$ cat src/rtl/qrs_pkg.sv
package qrs_pkg;

  typedef enum logic [1:0] {
    PH_STOP = 2'd0,
    PH_ON   = 2'd1,
    PH_OFF  = 2'd2,
    PH_ADJ  = 2'd3
  } phase_e;

  // Control -> datapath strobes
  typedef struct packed {
    logic clearAll;
    logic startOn;
    logic startOff;
    logic startAdj;
    logic byPeak;
  } seq_strobe_t;

  // Datapath -> control comparisons
  typedef struct packed {
    logic zeroEdge;
    logic onMinMet;
    logic onMaxHit;
    logic onForcedDone;
    logic offMinOk;
    logic perMinOk;
    logic offMaxHit;
    logic fOffMinOk;
    logic fOffMaxHit;
    logic adjDone;
  } seq_status_t;

endpackage

$ cat src/rtl/qrs_datapath.sv
module qrs_datapath
  import qrs_pkg::*;
#(
  parameter int MIN_ON_CYC        = 50,
  parameter int MAX_ON_CYC        = 4400,
  parameter int MIN_OFF_CYC       = 150,
  parameter int MIN_PERIOD_CYC    = 750,
  parameter int MAX_OFF_CYC       = 32000,
  parameter int FORCE_ON_CYC      = 150,
  parameter int FORCE_OFF_MIN_CYC = 7800,
  parameter int FORCE_OFF_MAX_CYC = 32000,
  parameter int ADJ_W             = 8
) (
  input  logic             clk,
  input  logic             rstN,
  input  logic             zeroLow,
  input  logic [ADJ_W-1:0] adjDelay,
  input  logic             onPhase,
  input  seq_strobe_t      stb,
  output seq_status_t      status
);

  localparam int TOP_A = (MAX_OFF_CYC > FORCE_OFF_MAX_CYC) ? MAX_OFF_CYC : FORCE_OFF_MAX_CYC;
  localparam int TOP_B = (TOP_A > MIN_PERIOD_CYC) ? TOP_A : MIN_PERIOD_CYC;
  localparam int TOP_C = (TOP_B > MAX_ON_CYC) ? TOP_B : MAX_ON_CYC;
  localparam int CW    = $clog2(TOP_C + 1);
  localparam int NCNT  = 2;

  localparam logic [CW-1:0] CNT_SAT    = '1;
  localparam logic [CW-1:0] ON_MIN_L   = CW'(MIN_ON_CYC - 1);
  localparam logic [CW-1:0] ON_MAX_L   = CW'(MAX_ON_CYC - 1);
  localparam logic [CW-1:0] ON_FRC_L   = CW'(FORCE_ON_CYC - 1);
  localparam logic [CW-1:0] OFF_MIN_L  = CW'(MIN_OFF_CYC - 1);
  localparam logic [CW-1:0] PER_MIN_L  = CW'(MIN_PERIOD_CYC - 1);
  localparam logic [CW-1:0] OFF_MAX_L  = CW'(MAX_OFF_CYC - 1);
  localparam logic [CW-1:0] FOFF_MIN_L = CW'(FORCE_OFF_MIN_CYC - 1);
  localparam logic [CW-1:0] FOFF_MAX_L = CW'(FORCE_OFF_MAX_CYC - 1);
  localparam logic [ADJ_W-1:0] ADJ_SAT = '1;

  // Counter 0 runs from each turn-on (on-time and period), counter 1 from each turn-off.
  logic [NCNT-1:0] cntClr;
  logic [CW-1:0]   cnt [NCNT];
  logic [CW-1:0]   periodCnt;
  logic [CW-1:0]   offCnt;
  logic [ADJ_W-1:0] adjCnt;
  logic            zlPrev;

  assign cntClr[0] = stb.clearAll | stb.startOn;
  assign cntClr[1] = stb.clearAll | stb.startOff;

  for (genvar g = 0; g < NCNT; g++) begin : gCnt
    always_ff @(posedge clk or negedge rstN) begin
      if (!rstN)                cnt[g] <= '0;
      else if (cntClr[g])       cnt[g] <= '0;
      else if (cnt[g] != CNT_SAT) cnt[g] <= cnt[g] + 1'b1;
    end
  end

  assign periodCnt = cnt[0];
  assign offCnt    = cnt[1];

  always_ff @(posedge clk or negedge rstN) begin
    if (!rstN)                         adjCnt <= '0;
    else if (stb.clearAll | stb.startAdj) adjCnt <= '0;
    else if (adjCnt != ADJ_SAT)        adjCnt <= adjCnt + 1'b1;
  end

  always_ff @(posedge clk or negedge rstN) begin
    if (!rstN) zlPrev <= 1'b0;
    else       zlPrev <= zeroLow;
  end

  always_comb begin
    status.zeroEdge     = zeroLow & ~zlPrev;
    status.onMinMet     = periodCnt >= ON_MIN_L;
    status.onMaxHit     = periodCnt >= ON_MAX_L;
    status.onForcedDone = periodCnt >= ON_FRC_L;
    status.offMinOk     = offCnt >= OFF_MIN_L;
    status.perMinOk     = periodCnt >= PER_MIN_L;
    status.offMaxHit    = offCnt >= OFF_MAX_L;
    status.fOffMinOk    = offCnt >= FOFF_MIN_L;
    status.fOffMaxHit   = offCnt >= FOFF_MAX_L;
    status.adjDone      = adjCnt >= adjDelay;
  end


  on_max_chk: assert property (@(posedge clk) disable iff (!rstN)
    onPhase |-> (periodCnt <= ON_MAX_L));

  // R3 (forced on-time is configured no shorter than the normal minimum)
  on_min_chk: assert property (@(posedge clk) disable iff (!rstN)
    (stb.startOff && !stb.byPeak) |-> (periodCnt >= ON_MIN_L));

  // R5 (forced minimum off-time is configured no shorter than the normal one)
  off_min_chk: assert property (@(posedge clk) disable iff (!rstN)
    stb.startAdj |-> (offCnt >= OFF_MIN_L));

endmodule

$ cat src/rtl/qrs_control.sv
module qrs_control
  import qrs_pkg::*;
(
  input  logic        clk,
  input  logic        rstN,
  input  logic        enable,
  input  logic        zeroHigh,
  input  logic        onDone,
  input  logic        peakLimit,
  input  logic        lowFreqReq,
  input  seq_status_t status,
  output seq_strobe_t stb,
  output logic        onPhase,
  output logic        cycleStrobe
);

  phase_e phase, phaseNxt;
  logic   startMode;
  logic   forced;
  logic   strobeQ;
  logic   peakCut;

  assign forced = startMode | lowFreqReq;

  always_comb begin
    phaseNxt = phase;
    peakCut  = 1'b0;
    unique case (phase)
      PH_STOP: if (enable) phaseNxt = PH_ON;
      PH_ON: begin
        if (peakLimit) begin
          phaseNxt = PH_OFF;
          peakCut  = 1'b1;
        end else if (forced ? status.onForcedDone
                            : ((status.onMinMet && onDone) || status.onMaxHit)) begin
          phaseNxt = PH_OFF;
        end
      end
      PH_OFF: begin
        if (status.zeroEdge && (forced ? status.fOffMinOk
                                       : (status.offMinOk && status.perMinOk)))
          phaseNxt = PH_ADJ;
        else if (forced ? status.fOffMaxHit : status.offMaxHit)
          phaseNxt = PH_ON;
      end
      PH_ADJ: if (status.adjDone) phaseNxt = PH_ON;
      default: phaseNxt = PH_STOP;
    endcase
    if (!enable) phaseNxt = PH_STOP;
  end

  always_comb begin
    stb.clearAll = ~enable;
    stb.startOn  = enable && (phaseNxt == PH_ON)  && (phase != PH_ON);
    stb.startOff = enable && (phaseNxt == PH_OFF) && (phase == PH_ON);
    stb.startAdj = enable && (phaseNxt == PH_ADJ) && (phase == PH_OFF);
    stb.byPeak   = stb.startOff && peakCut;
  end

  always_ff @(posedge clk or negedge rstN) begin
    if (!rstN) begin
      phase     <= PH_STOP;
      startMode <= 1'b1;
      strobeQ   <= 1'b0;
    end else begin
      phase   <= phaseNxt;
      strobeQ <= stb.startOn;
      if (!enable)       startMode <= 1'b1;
      else if (zeroHigh) startMode <= 1'b0;
    end
  end

  assign onPhase     = (phase == PH_ON);
  assign cycleStrobe = strobeQ;


  strobe_pulse_chk: assert property (@(posedge clk) disable iff (!rstN)
    cycleStrobe |=> !cycleStrobe);


  strobe_phase_chk: assert property (@(posedge clk) disable iff (!rstN)
    cycleStrobe |-> onPhase);


  peak_end_chk: assert property (@(posedge clk) disable iff (!rstN)
    (onPhase && peakLimit) |=> !onPhase);

endmodule

$ cat src/rtl/qr_sequencer.sv
module qr_sequencer
  import qrs_pkg::*;
#(
  parameter int MIN_ON_CYC        = 50,
  parameter int MAX_ON_CYC        = 4400,
  parameter int MIN_OFF_CYC       = 150,
  parameter int MIN_PERIOD_CYC    = 750,
  parameter int MAX_OFF_CYC       = 32000,
  parameter int FORCE_ON_CYC      = 150,
  parameter int FORCE_OFF_MIN_CYC = 7800,
  parameter int FORCE_OFF_MAX_CYC = 32000,
  parameter int ADJ_W             = 8
) (
  input  logic             clk,
  input  logic             rstN,
  input  logic             enable,
  input  logic             zeroLow,
  input  logic             zeroHigh,
  input  logic             onDone,
  input  logic             peakLimit,
  input  logic             lowFreqReq,
  input  logic [ADJ_W-1:0] adjDelay,
  output logic             gateOut,
  output logic             cycleStrobe
);

  seq_strobe_t stb;
  seq_status_t status;
  logic        onPhase;

  qrs_control u_ctrl (
    .clk         (clk),
    .rstN        (rstN),
    .enable      (enable),
    .zeroHigh    (zeroHigh),
    .onDone      (onDone),
    .peakLimit   (peakLimit),
    .lowFreqReq  (lowFreqReq),
    .status      (status),
    .stb         (stb),
    .onPhase     (onPhase),
    .cycleStrobe (cycleStrobe)
  );

  qrs_datapath #(
    .MIN_ON_CYC        (MIN_ON_CYC),
    .MAX_ON_CYC        (MAX_ON_CYC),
    .MIN_OFF_CYC       (MIN_OFF_CYC),
    .MIN_PERIOD_CYC    (MIN_PERIOD_CYC),
    .MAX_OFF_CYC       (MAX_OFF_CYC),
    .FORCE_ON_CYC      (FORCE_ON_CYC),
    .FORCE_OFF_MIN_CYC (FORCE_OFF_MIN_CYC),
    .FORCE_OFF_MAX_CYC (FORCE_OFF_MAX_CYC),
    .ADJ_W             (ADJ_W)
  ) u_dp (
    .clk      (clk),
    .rstN     (rstN),
    .zeroLow  (zeroLow),
    .adjDelay (adjDelay),
    .onPhase  (onPhase),
    .stb      (stb),
    .status   (status)
  );

  // Peak limit cuts the drive without waiting for a clock edge.
  assign gateOut = onPhase & ~peakLimit;


  disable_low_chk: assert property (@(posedge clk) disable iff (!rstN)
    !enable |=> !gateOut);

endmodule

$ cat config.mk
export PLATFORM = sky130hd
export DESIGN_NAME = qr_sequencer
export DESIGN_NICKNAME = d
export VERILOG_FILES = /design/src/rtl/qrs_pkg.sv /design/src/rtl/qrs_datapath.sv /design/src/rtl/qrs_control.sv /design/src/rtl/qr_sequencer.sv
export SDC_FILE = /design/constraint.sdc
export NUM_CORES = 1
export LEC_CHECK = 0
export BUFFER_PORTS_ARGS = -buffer_cell sky130_fd_sc_hd__buf_2
export CAP_MARGIN = 20
export CORE_MARGIN = 10
export CORE_UTILIZATION = 45
export CTS_CLUSTER_DIAMETER = 40
export DETAILED_ROUTE_END_ITERATION = 16
export PLACE_DENSITY_LB_ADDON = 0.25
export SLEW_MARGIN = 10
export SYNTH_ARGS = -nofsm -noshare
export SYNTH_HDL_FRONTEND = slang
export SYNTH_SLANG_ARGS = --single-unit
$ cat constraint.sdc
create_clock -name clk -period 3.78 [get_ports clk]
set_clock_uncertainty 0.05 [all_clocks]
set_input_delay 0.567 -clock clk [delete_from_list [all_inputs] [get_ports clk]]
set_output_delay 0.567 -clock clk [all_outputs]
set_load 0.1 [all_outputs]
==> impl_metrics.yaml <==
worst_setup_path:
  crit_type: "flop to flop"
  endpoint_kind: "flop"
  cp-start-kind: "flop"
  worst_ep_required_time_ps: 3870
  cp.arrival_ps: 2830
  cp_max_fo: 15
synth:
  postSynthCellCount: 304
  synth_top_family_by_area: "simple AND/OR/NAND/NOR gates"
  syn_nets: 333
  synth_mux_area_share_pct: 1.114
  synthAdderAreaFrac_pct: 6.035
  ys_warn_count: 0
  yosys.area_share.simple_pct: 24.88
  synth-async-reset-ratio_pct: 100.0
  yosysTopAreaCellShare_pct: 39.00
  synth-edff-count: 0
  synth_area_mm2: 0.002695
  synth_compound_area_share_pct: 16.39
  synth_top_area_cell: "dfrtp_1"
  avgSynthCellArea_um2: 8.865
  synth_xor_xnor_area_share_pct: 7.149
  synth-seq-cells: 43
  synth_area_leaders: "dfrtp_1, nor2_1, ha_1"
  yosysSeqAreaShare_pct: 39.97
  synth.distinct_cells: 49
  synth_top_flop_cell: "dfrtp_1"
clock_network:
  htree_levels: 2
  cts_buffer_depth: 2
  cts.clk_slew.worst_paths_ps: 80
  cts_buffers: 5
  ctsRootBufferMaster: "clkbuf_8"
  clkLatencyLatePin_ps: 290
  cts_tree: "built"
  cts_setup_buffers: 0
  cts_resized: 0
  hold_buffers: 0
  cts.sinks: 43
sta:
  drv_slew: 0
  tightest_slew_ps: 1041
  fin_crit_ps: 2743
  rsz0062_at_grt: "no"
  fmax_mhz: 364.6
  finalSetupTns_ps: 0
  fin_crit_sh_pct: 72.56
  hold_slack_ps: 339.3
  slew_headroom_pct: 29.74
  final_hold_viol_count: 0
  setup_viol: 0
routing:
  wl_per_cell_um: 14.29
  dr_total_vias: 2205
  dr.pass1.iters: 4
  drt-initial-drc-count: 161
  vias_per_cell: 5.668
  drc: 0
  ant_nets: 0
  wl_um: 5558
layout:
  layout.nets: 342
  layout-drive-gt1-share_pct: 10.19
  num_antenna_cells: 0
  design_area_mm2: 0.002924
  area_delta_synth_final_pct: 8.496
global_routing:
  grt_pass1_vias: 2107
  grt_pass1_wl_um: 9646
  antenna_found_initial: 0
  grt_use_total_pct: 11.68
  grt_max_degree: 44
  globalRouteOverflowTotal: 0
floorplanning:
  initial_core_util_pct: 46.07
  fp.coreArea_mm2: 0.005851
  row_count: 28
  ioPinCount: 18
  die_area_mm2: 0.009485
  die_x_um: 97.39
  die_y_um: 97.39
placement:
  post_dp_cell_area_mm2: 0.002806
  io_buffers: 17
  post-dp-hpwl_um: 4066
  globalplace.congestion: 0.8829
pwr:
  power_per_cell_area_mw_per_mm2: 343.8
  power_leakage_nw: 1.358
  ir_drop_mv: 0.1653
job:
  cap_violations: 0
hold_path:
  min_path_type: "input port to flop"
outcome:
  status: "complete, no violations"
Yosys cell counts (2+ instances only):
| master | instances |
|---|---|
| nor2_1 | 48 |
| dfrtp_1 | 42 |
| nand3_1 | 20 |
| nand2_1 | 19 |
| inv_1 | 14 |
| clkbuf_1 | 13 |
| ha_1 | 13 |
| xor2_1 | 13 |
| o21ai_0 | 11 |
| nor3_1 | 10 |
| and3_1 | 9 |
| xnor2_1 | 9 |
| nand4_1 | 8 |
| a21oi_1 | 7 |
| a31oi_1 | 7 |
| a211oi_1 | 6 |
| a21o_1 | 5 |
| and4_1 | 4 |
| mux2i_1 | 3 |
| nor2b_1 | 3 |
| o211ai_1 | 3 |
| o31ai_1 | 3 |
| or4_1 | 3 |
| nand2b_1 | 2 |
| nor3b_1 | 2 |
| o211a_1 | 2 |
| o311a_1 | 2 |
| o311ai_0 | 2 |
through the flow:
stage | util [%] | instances | setup slack (ps) | power (mW)
global placement | 47.97 | 381 | 1003 | 0.6417
CTS | 49.98 | 389 | 1007 | 1.021
detailed placement | 47.97 | 381 | 947.2 | 0.6452
floorplan | - | 304 | 568.7 | 0.6046
global route | 49.98 | 389 | 855.9 | 1.054
finish | 49.98 | 389 | 1037 | 1.005
final timing paths:
| path | from | to | slack [ps] | cells after the start |
|---|---|---|---|---|
| setup / recovery | u_dp.offCnt[1] | u_dp.periodCnt[3] | 1040 | 8 |
| hold / removal | zeroLow | u_dp.zlPrev | 340 | 1 |
| setup reg to reg | u_dp.offCnt[1] | u_dp.periodCnt[3] | 1040 | 8 |
| hold reg to reg | u_ctrl.startMode | u_ctrl.startMode | 440 | 2 |
| max in group asynchronous | rstN | u_dp.offCnt[11] | 2700 | 1 |
| min in group asynchronous | rstN | u_dp.periodCnt[11] | 370 | 1 |
power by group:
part	internal [mW]	switching [mW]	total, mW
Combinational	0.0454	0.0909	0.136
Clock	0.214	0.157	0.371
Sequential	0.476	0.0227	0.498
Total	0.735	0.270	1.01
worst max-delay path, stage by stage, from the launching register on:
cell and delay, ps:
dfrtp_1 460, inv_1 70, ha_1 180, a21o_1 150, a2111oi_0 430, o2bb2ai_1 160, o311a_1 170, o41ai_4 790
nor2_1 120
metal layers:
| layer | vias to the layer above | share of wire (%) | track usage, % |
|---|---|---|---|
| met4 | 0 | 1.3 | 4.474 |
| met3 | 7 | 5.2 | 2.560 |
| met1 | 1043 | 50 | 15.24 |
| met5 | - | 0 | 0 |
| met2 | 49 | 44 | 18.29 |
| li1 | 1106 | - | - |
state kept, by name (all words and copies together) (netlist names):
signal and cells:
u_ctrl.cycleStrobe 1, u_ctrl.phase 2, u_ctrl.startMode 1, u_dp.adjCnt 8
u_dp.offCnt 15, u_dp.periodCnt 15, u_dp.zlPrev 1
cell families (layout without fill, tap and decap cells):
| family | Yosys count | count (layout) |
|---|---|---|
| buffers and inverters | 29 | 39 |
| muxes | 3 | 3 |
| xor gates and xnor gates | 22 | 22 |
| AOI/OAI and AO/OA | 59 | 59 |
| DFF | 43 | 43 |
| and+or+nand+nor | 135 | 135 |
| adders and majority gates | 13 | 13 |
layout make-up:
type | count | area, µm²
flip-flops and latches | 43 | 1077
repair buffers | 17 | 85.08
inverters | 14 | 52.55
fillers | 552 | 2927
clock inverters | 2 | 35.03
multi-input cells | 232 | 1498
well taps | 75 | 93.84
clock buffers | 6 | 82.58
layout by cell type, fill, tap and decap left out, types with 9 or more instances in the layout:
cell,synthesis,final
buf_2,0,17
nand2_1,19,19
inv_1,14,14
and3_1,9,9
ha_1,13,13
nor2_1,48,48
dfrtp_1,42,42
nor3_1,10,10
o21ai_0,11,11
xor2_1,13,13
nand3_1,20,20
xnor2_1,9,9
Note: power is estimated with default switching activity, not from simulation.
